[config.mk]
export PLATFORM = sky130hd
export DESIGN_NAME = ibridge_top
export DESIGN_NICKNAME = d
export VERILOG_FILES = /design/src/rtl/ibridge_pkg.sv /design/src/rtl/ibridge_cmd.sv /design/src/rtl/ibridge_xfer.sv /design/src/rtl/ibridge_regs.sv /design/src/rtl/ibridge_top.sv
export SDC_FILE = /design/constraint.sdc
export NUM_CORES = 1
export LEC_CHECK = 0
export ABC_AREA = 1
export ABC_CLOCK_PERIOD_IN_PS = 1100
export BUFFER_PORTS_ARGS = -buffer_cell sky130_fd_sc_hd__clkbuf_2
export CAP_MARGIN = 20
export CORE_UTILIZATION = 40
export CTS_BUF_LIST = sky130_fd_sc_hd__clkbuf_2 sky130_fd_sc_hd__clkbuf_4 sky130_fd_sc_hd__clkbuf_8
export DETAILED_ROUTE_END_ITERATION = 6
export PLACE_DENSITY = 0.76
export SLEW_MARGIN = 20
export SYNTH_ARGS = -nofsm -noshare
export SYNTH_HDL_FRONTEND = slang
export SYNTH_SLANG_ARGS = --single-unit
[constraint.sdc]
create_clock -name clk -period 1.1 [get_ports clk]
set_input_delay 0.055 -clock clk [delete_from_list [all_inputs] [get_ports clk]]
set_output_delay 0.055 -clock clk [all_outputs]
set_load 0.03 [all_outputs]
[src/rtl/ibridge_pkg.sv]
package ibridge_pkg;

  localparam int HOST_DW      = 64;
  localparam int DS_AW        = 32;
  localparam int DS_DW        = 32;
  localparam int SZ_W         = 4;
  localparam int LANES        = DS_DW / 8;
  localparam int MAX_SIZE     = 8;

  localparam int CMD_RD_BIT   = 48;
  localparam int CMD_SZ_LSB   = 56;
  localparam int ST_DONE_BIT  = 11;
  localparam int ST_WORD_LSB  = 26;
  localparam int DATA_LSB     = HOST_DW - DS_DW;

  typedef enum logic [1:0] {
    SEL_CMD  = 2'd0,
    SEL_RST  = 2'd1,
    SEL_STAT = 2'd2,
    SEL_DATA = 2'd3
  } reg_sel_e;

  typedef struct packed {
    logic             rd;
    logic [SZ_W-1:0]  size;
    logic [DS_AW-1:0] addr;
  } cmd_t;

  function automatic logic [HOST_DW-1:0] status_word(input logic [DS_DW-1:0] w);
    logic [HOST_DW-1:0] s;
    s = '0;
    s[ST_DONE_BIT] = 1'b1;
    s[ST_WORD_LSB +: DS_DW] = w;
    return s;
  endfunction

endpackage

[src/rtl/ibridge_cmd.sv]
module ibridge_cmd
  import ibridge_pkg::*;
(
  input  logic [HOST_DW-1:0] word,
  output cmd_t               cmd,
  output logic               legal,
  output logic               noop,
  output logic [SZ_W-1:0]    lanes
);

  always_comb begin
    cmd.rd   = word[CMD_RD_BIT];
    cmd.size = word[CMD_SZ_LSB +: SZ_W];
    cmd.addr = word[DS_AW-1:0];
    legal    = (cmd.size <= SZ_W'(MAX_SIZE));
    noop     = (cmd.size == '0);
    lanes    = (cmd.size > SZ_W'(LANES)) ? SZ_W'(LANES) : cmd.size;
  end

endmodule

[src/rtl/ibridge_xfer.sv]
module ibridge_xfer
  import ibridge_pkg::*;
(
  input  logic             clk,
  input  logic             rst_n,
  input  logic             start,
  input  cmd_t             cmd,
  input  logic [SZ_W-1:0]  lanes,
  input  logic [DS_DW-1:0] wword,
  output logic             d_req,
  input  logic             d_ack,
  output logic             d_write,
  output logic [DS_AW-1:0] d_addr,
  output logic [SZ_W-1:0]  d_size,
  output logic [DS_DW-1:0] d_wdata,
  input  logic [DS_DW-1:0] d_rdata,
  input  logic             d_err,
  output logic             busy,
  output logic             done,
  output logic             done_rd,
  output logic             done_err,
  output logic [DS_DW-1:0] done_word
);

  logic             req_q;
  logic             wr_q;
  logic [DS_AW-1:0] addr_q;
  logic [SZ_W-1:0]  size_q;
  logic [DS_DW-1:0] wdata_q;
  logic [DS_DW-1:0] swapped;
  logic [DS_DW-1:0] packed_rd;

  // most significant byte of the data word goes to the lowest address lane
  for (genvar i = 0; i < LANES; i++) begin : g_wlane
    assign swapped[8*i +: 8] = wword[DS_DW-1-8*i -: 8];
  end

  // lowest address lane goes to the top of the status field; unused lanes zero
  for (genvar i = 0; i < LANES; i++) begin : g_rlane
    assign packed_rd[DS_DW-1-8*i -: 8] =
      (SZ_W'(i) < size_q) ? d_rdata[8*i +: 8] : 8'h00;
  end

  always_ff @(posedge clk) begin
    if (!rst_n) begin
      req_q   <= 1'b0;
      wr_q    <= 1'b0;
      addr_q  <= '0;
      size_q  <= '0;
      wdata_q <= '0;
    end else if (start && !req_q) begin
      req_q   <= 1'b1;
      wr_q    <= !cmd.rd;
      addr_q  <= cmd.addr;
      size_q  <= lanes;
      wdata_q <= swapped;
    end else if (req_q && d_ack) begin
      req_q   <= 1'b0;
    end
  end

  assign d_req     = req_q;
  assign d_write   = wr_q;
  assign d_addr    = addr_q;
  assign d_size    = size_q;
  assign d_wdata   = wdata_q;
  assign busy      = req_q;
  assign done      = req_q && d_ack;
  assign done_rd   = !wr_q;
  assign done_err  = d_err;
  assign done_word = d_err ? '1 : packed_rd;

endmodule

[src/rtl/ibridge_regs.sv]
module ibridge_regs
  import ibridge_pkg::*;
(
  input  logic               clk,
  input  logic               rst_n,
  input  logic               acc,
  input  logic               wr,
  input  reg_sel_e           sel,
  input  logic [HOST_DW-1:0] wdata,
  input  logic               cmd_legal,
  input  logic               cmd_noop,
  input  logic               xfer_done,
  input  logic               xfer_rd,
  input  logic [DS_DW-1:0]   xfer_word,
  output logic               start,
  output logic [DS_DW-1:0]   data_q,
  output logic               rvalid,
  output logic [HOST_DW-1:0] rdata
);

  logic [HOST_DW-1:0] stat_q;
  logic               cmd_wr;
  logic               stat_rd;
  logic [HOST_DW-1:0] rd_mux;

  assign cmd_wr  = acc && wr && (sel == SEL_CMD) && cmd_legal;
  assign start   = cmd_wr && !cmd_noop;
  assign stat_rd = acc && !wr && (sel == SEL_STAT);

  always_ff @(posedge clk) begin
    if (!rst_n) begin
      data_q <= '0;
    end else if (acc && wr && (sel == SEL_DATA)) begin
      data_q <= wdata[DATA_LSB +: DS_DW];
    end
  end

  always_ff @(posedge clk) begin
    if (!rst_n) begin
      stat_q <= '0;
    end else if (xfer_done) begin
      stat_q <= xfer_rd ? status_word(xfer_word) : status_word('0);
    end else if (cmd_wr && cmd_noop) begin
      stat_q <= status_word('0);
    end else if (stat_rd) begin
      stat_q <= '0;
    end
  end

  always_comb begin
    unique case (sel)
      SEL_STAT: rd_mux = stat_q;
      SEL_DATA: rd_mux = {data_q, {DATA_LSB{1'b0}}};
      default:  rd_mux = '0;
    endcase
  end

  always_ff @(posedge clk) begin
    if (!rst_n) begin
      rvalid <= 1'b0;
      rdata  <= '0;
    end else begin
      rvalid <= acc && !wr;
      if (acc && !wr) rdata <= rd_mux;
    end
  end

endmodule

[src/rtl/ibridge_top.sv]
module ibridge_top
  import ibridge_pkg::*;
#(
  parameter int HOST_AW = 8
) (
  input  logic               clk,
  input  logic               rst_n,
  input  logic               h_valid,
  output logic               h_ready,
  input  logic               h_write,
  input  logic [HOST_AW-1:0] h_addr,
  input  logic [63:0]        h_wdata,
  output logic               h_rvalid,
  output logic [63:0]        h_rdata,
  output logic               d_req,
  input  logic               d_ack,
  output logic               d_write,
  output logic [31:0]        d_addr,
  output logic [3:0]         d_size,
  output logic [31:0]        d_wdata,
  input  logic [31:0]        d_rdata,
  input  logic               d_err
);

  cmd_t             cmd;
  logic             cmd_legal;
  logic             cmd_noop;
  logic [SZ_W-1:0]  lanes;
  logic             busy;
  logic             acc;
  logic             start;
  logic [DS_DW-1:0] data_q;
  logic             xfer_done;
  logic             xfer_rd;
  logic             xfer_err;
  logic [DS_DW-1:0] xfer_word;
  reg_sel_e         sel;

  assign h_ready = !busy;
  assign acc     = h_valid && h_ready;
  assign sel     = reg_sel_e'(h_addr[4:3]);

  ibridge_cmd u_cmd (
    .word  (h_wdata),
    .cmd   (cmd),
    .legal (cmd_legal),
    .noop  (cmd_noop),
    .lanes (lanes)
  );

  ibridge_regs u_regs (
    .clk       (clk),
    .rst_n     (rst_n),
    .acc       (acc),
    .wr        (h_write),
    .sel       (sel),
    .wdata     (h_wdata),
    .cmd_legal (cmd_legal),
    .cmd_noop  (cmd_noop),
    .xfer_done (xfer_done),
    .xfer_rd   (xfer_rd),
    .xfer_word (xfer_word),
    .start     (start),
    .data_q    (data_q),
    .rvalid    (h_rvalid),
    .rdata     (h_rdata)
  );

  ibridge_xfer u_xfer (
    .clk       (clk),
    .rst_n     (rst_n),
    .start     (start),
    .cmd       (cmd),
    .lanes     (lanes),
    .wword     (data_q),
    .d_req     (d_req),
    .d_ack     (d_ack),
    .d_write   (d_write),
    .d_addr    (d_addr),
    .d_size    (d_size),
    .d_wdata   (d_wdata),
    .d_rdata   (d_rdata),
    .d_err     (d_err),
    .busy      (busy),
    .done      (xfer_done),
    .done_rd   (xfer_rd),
    .done_err  (xfer_err),
    .done_word (xfer_word)
  );

endmodule

==> results.ini <==
[critical_path]
worstSetupStartpoint = u_xfer.busy
critPathLaunchType = flip-flop
reg2reg_slack_ps = -400
crit_fanout = 10
required_ps = 1500
r2r-end = u_xfer.d_addr[23]
crit_type = flip-flop to flip-flop
arrival_ps = 1900
endpoint = u_xfer.d_addr[23]
reg2reg_from = u_xfer.busy
critPathCaptureType = flip-flop
r2r_cells = 9

[layout]
fin_cells = 1496
nets = 1370
syn_to_final_growth_pct = 58.11
drive_gt1_frac = 0.3394
fin_area_um2 = 10970

[detailed_routing]
viasPerCell = 5.114
routed_wl_mm = 24.93
via_count = 7651
wl_per_cell_um = 16.66
dr.first_iter.drc_count = 579
post-route-drc-count = 0
antenna_left = 0
dr.pass1.iters = 7

[yosys]
yosysMostFrequentCell = nand2_1
ys.flop_type = dfxtp_1
synth_edf_count = 0
yosysTopAreaCell = dfxtp_1
ys_types = 22
synth_area_leaders = dfxtp_1, nand2_1, a21oi_1
syn_area_um2 = 6938
async_flop_share = 0
synth_common_cells = nand2_1, dfxtp_1, a21oi_1
syn_avg_cell_area_um2 = 7.484
synth-seq-cells = 175
ys.warnings.count = 0
ys_seq_area_frac = 0.5050
synthCells = 927
synth_top_area_share = 0.5050

[worst_hold_path]
min_path_type = primary input to flip-flop
min-delay-start = h_wdata[58]

[timing]
setup_viol = 181
finalSetupTns_ps = -47570
rsz0062_at_grt = yes
period_needed_ps = 1500
skew_ps = 18.61
worst_slack_ps = -400.2
period_share = 1.364
hold_slack_ps = 31.65
fmax_mhz = 666.6
hold_viol = 0
drv_slew = 0

[global_route]
grt_max_degree = 41
grt_util_all_layers = 0.2520
first_global_vias = 6980
grt_antenna_before_repair = 3
grt_overflow_total = 0
grt_pass1_wl_mm = 35.29

[clock_tree]
htreeDepth = 4
cts_buffer_depth = 2
clock-sinks = 175
cts_root_buf = clkbuf_8
cts_tree = done
clk_pin_slew_worst_paths_ps = 110
clk_latency_ps = 480
cts_buffers = 17

[die]
io_pins = 246
die_w_um = 133.7
start_util = 0.4140
rows = 47
dieArea_um2 = 17880
chipHeight_um = 133.7
coreArea_um2 = 16760

[pwr]
ir_drop_mv = 0.8660
p_per_area_nw_per_um2 = 1106
p_leak_nw = 4.684

[run_status]
status = complete, but fails checks
failed_checks = negative setup slack

[placed_design]
placed_cell_area_um2 = 8404
routabilityCongestion = 0.8253
dp.cells = 1336
io_buffers = 214
post-dp-hpwl_mm = 14.41
pre_cts_slack_ps = -263.3

[flow_run]
drv_cap = 0

[metal layers]
metal / share of wire / global-route usage / up-vias / routed length (um)
met3: 0.064 / 0.05289 / 76 / 1590
met1: 0.40 / 0.3084 / 3566 / 10040
met4: 0.040 / 0.1212 / 0 / 994
li1: - / - / 3639 / -
met2: 0.49 / 0.4200 / 370 / 12310
met5: 0 / 0 / - / 0
[power breakdown]
group          switching, mW  total (mW)  internal [mW]
clock                   2.59        4.22           1.62
sequential            0.0748        6.48           6.40
combinational          0.782        1.44          0.657
total                   3.45        12.1           8.68
[metrics by stage]
stage	util	power (mW)
3_5_place_dp	0.5015	7.582
3_3_place_gp	0.5015	7.575
4_1_cts	0.6161	11.98
5_1_grt	0.6545	12.51
6_report	0.6545	12.13
2_1_floorplan	-	7.234
[kinds of logic (layout without fill, tap and decap cells)]
group,Yosys count,count (layout),share of synthesized area
buffers and inverters,114,436,0.08260
AOI/OAI and AO/OA,186,186,0.1443
and+or+nand+nor,451,451,0.2676
other,1,28,0.0005405
DFF,175,175,0.5050
[state kept, by name (all words and copies together) (netlist names)]
name and cells:
u_regs.stat_q 33, u_regs.rdata 39, u_xfer.busy 1, u_xfer.d_write 1, u_xfer.d_wdata 32, u_regs.data_q 32, u_xfer.d_size 4, u_xfer.d_addr 32
u_regs.rvalid 1
[placed cells by master, fill, tap and decap left out, drive strengths merged]
| cell | Yosys | layout |
|---|---|---|
| dfxtp | 175 | 175 |
| nand3 | 9 | 9 |
| conb | 1 | 25 |
| inv | 23 | 33 |
| a31oi | 26 | 26 |
| dlygate4sd3 | 0 | 97 |
| nand4 | 32 | 32 |
| nor2 | 70 | 70 |
| a21oi | 113 | 113 |
| nand2 | 340 | 340 |
| o21ai | 47 | 47 |
| clkbuf | 37 | 151 |
| buf | 53 | 145 |
| bufbuf | 0 | 4 |
| diode | 0 | 3 |
| clkinv | 1 | 3 |
| clkinvlp | 0 | 3 |
[worst max-delay path, cell delays in order (launching register included)]
cell,delay (ps)
dfxtp_4,390
inv_8,50
nand3_4,70
nor2_4,120
nand2_2,70
nor2_4,160
buf_4,180
buf_12,140
nand2_1,80
a21oi_2,160
[final cells by class]
class / count / area, um2
inverters: 24 / 105.1
multi-input cells: 662 / 3258
clock buffers: 17 / 234.0
diodes: 3 / 7.507
flip-flops and latches: 175 / 3535
well taps: 220 / 275.3
fillers: 1277 / 5791
clock inverters: 15 / 121.4
repair buffers: 380 / 3433
[how the worst min path moves through the flow]
| stage | to | cells past startpoint |
|---|---|---|
| 6_report | u_xfer.d_size[2] | 6 |
| 5_1_grt | u_xfer.d_size[2] | 6 |
| 4_1_cts | u_xfer.d_size[2] | 6 |
| 3_5_place_dp | u_regs.data_q[29] | 3 |
| 3_3_place_gp | u_regs.data_q[10] | 3 |
| 2_1_floorplan | u_regs.data_q[0] | 2 |
[timing repair]
action,4_1_cts,5_1_grt
resized for setup,80,337
setup endpoints to repair,218,281
setup buffers,13,2
hold buffers,97,0
pin swaps,3,11
hold endpoints to repair,100,0
cloned,8,7
Power figures use the tool's default switching activity.
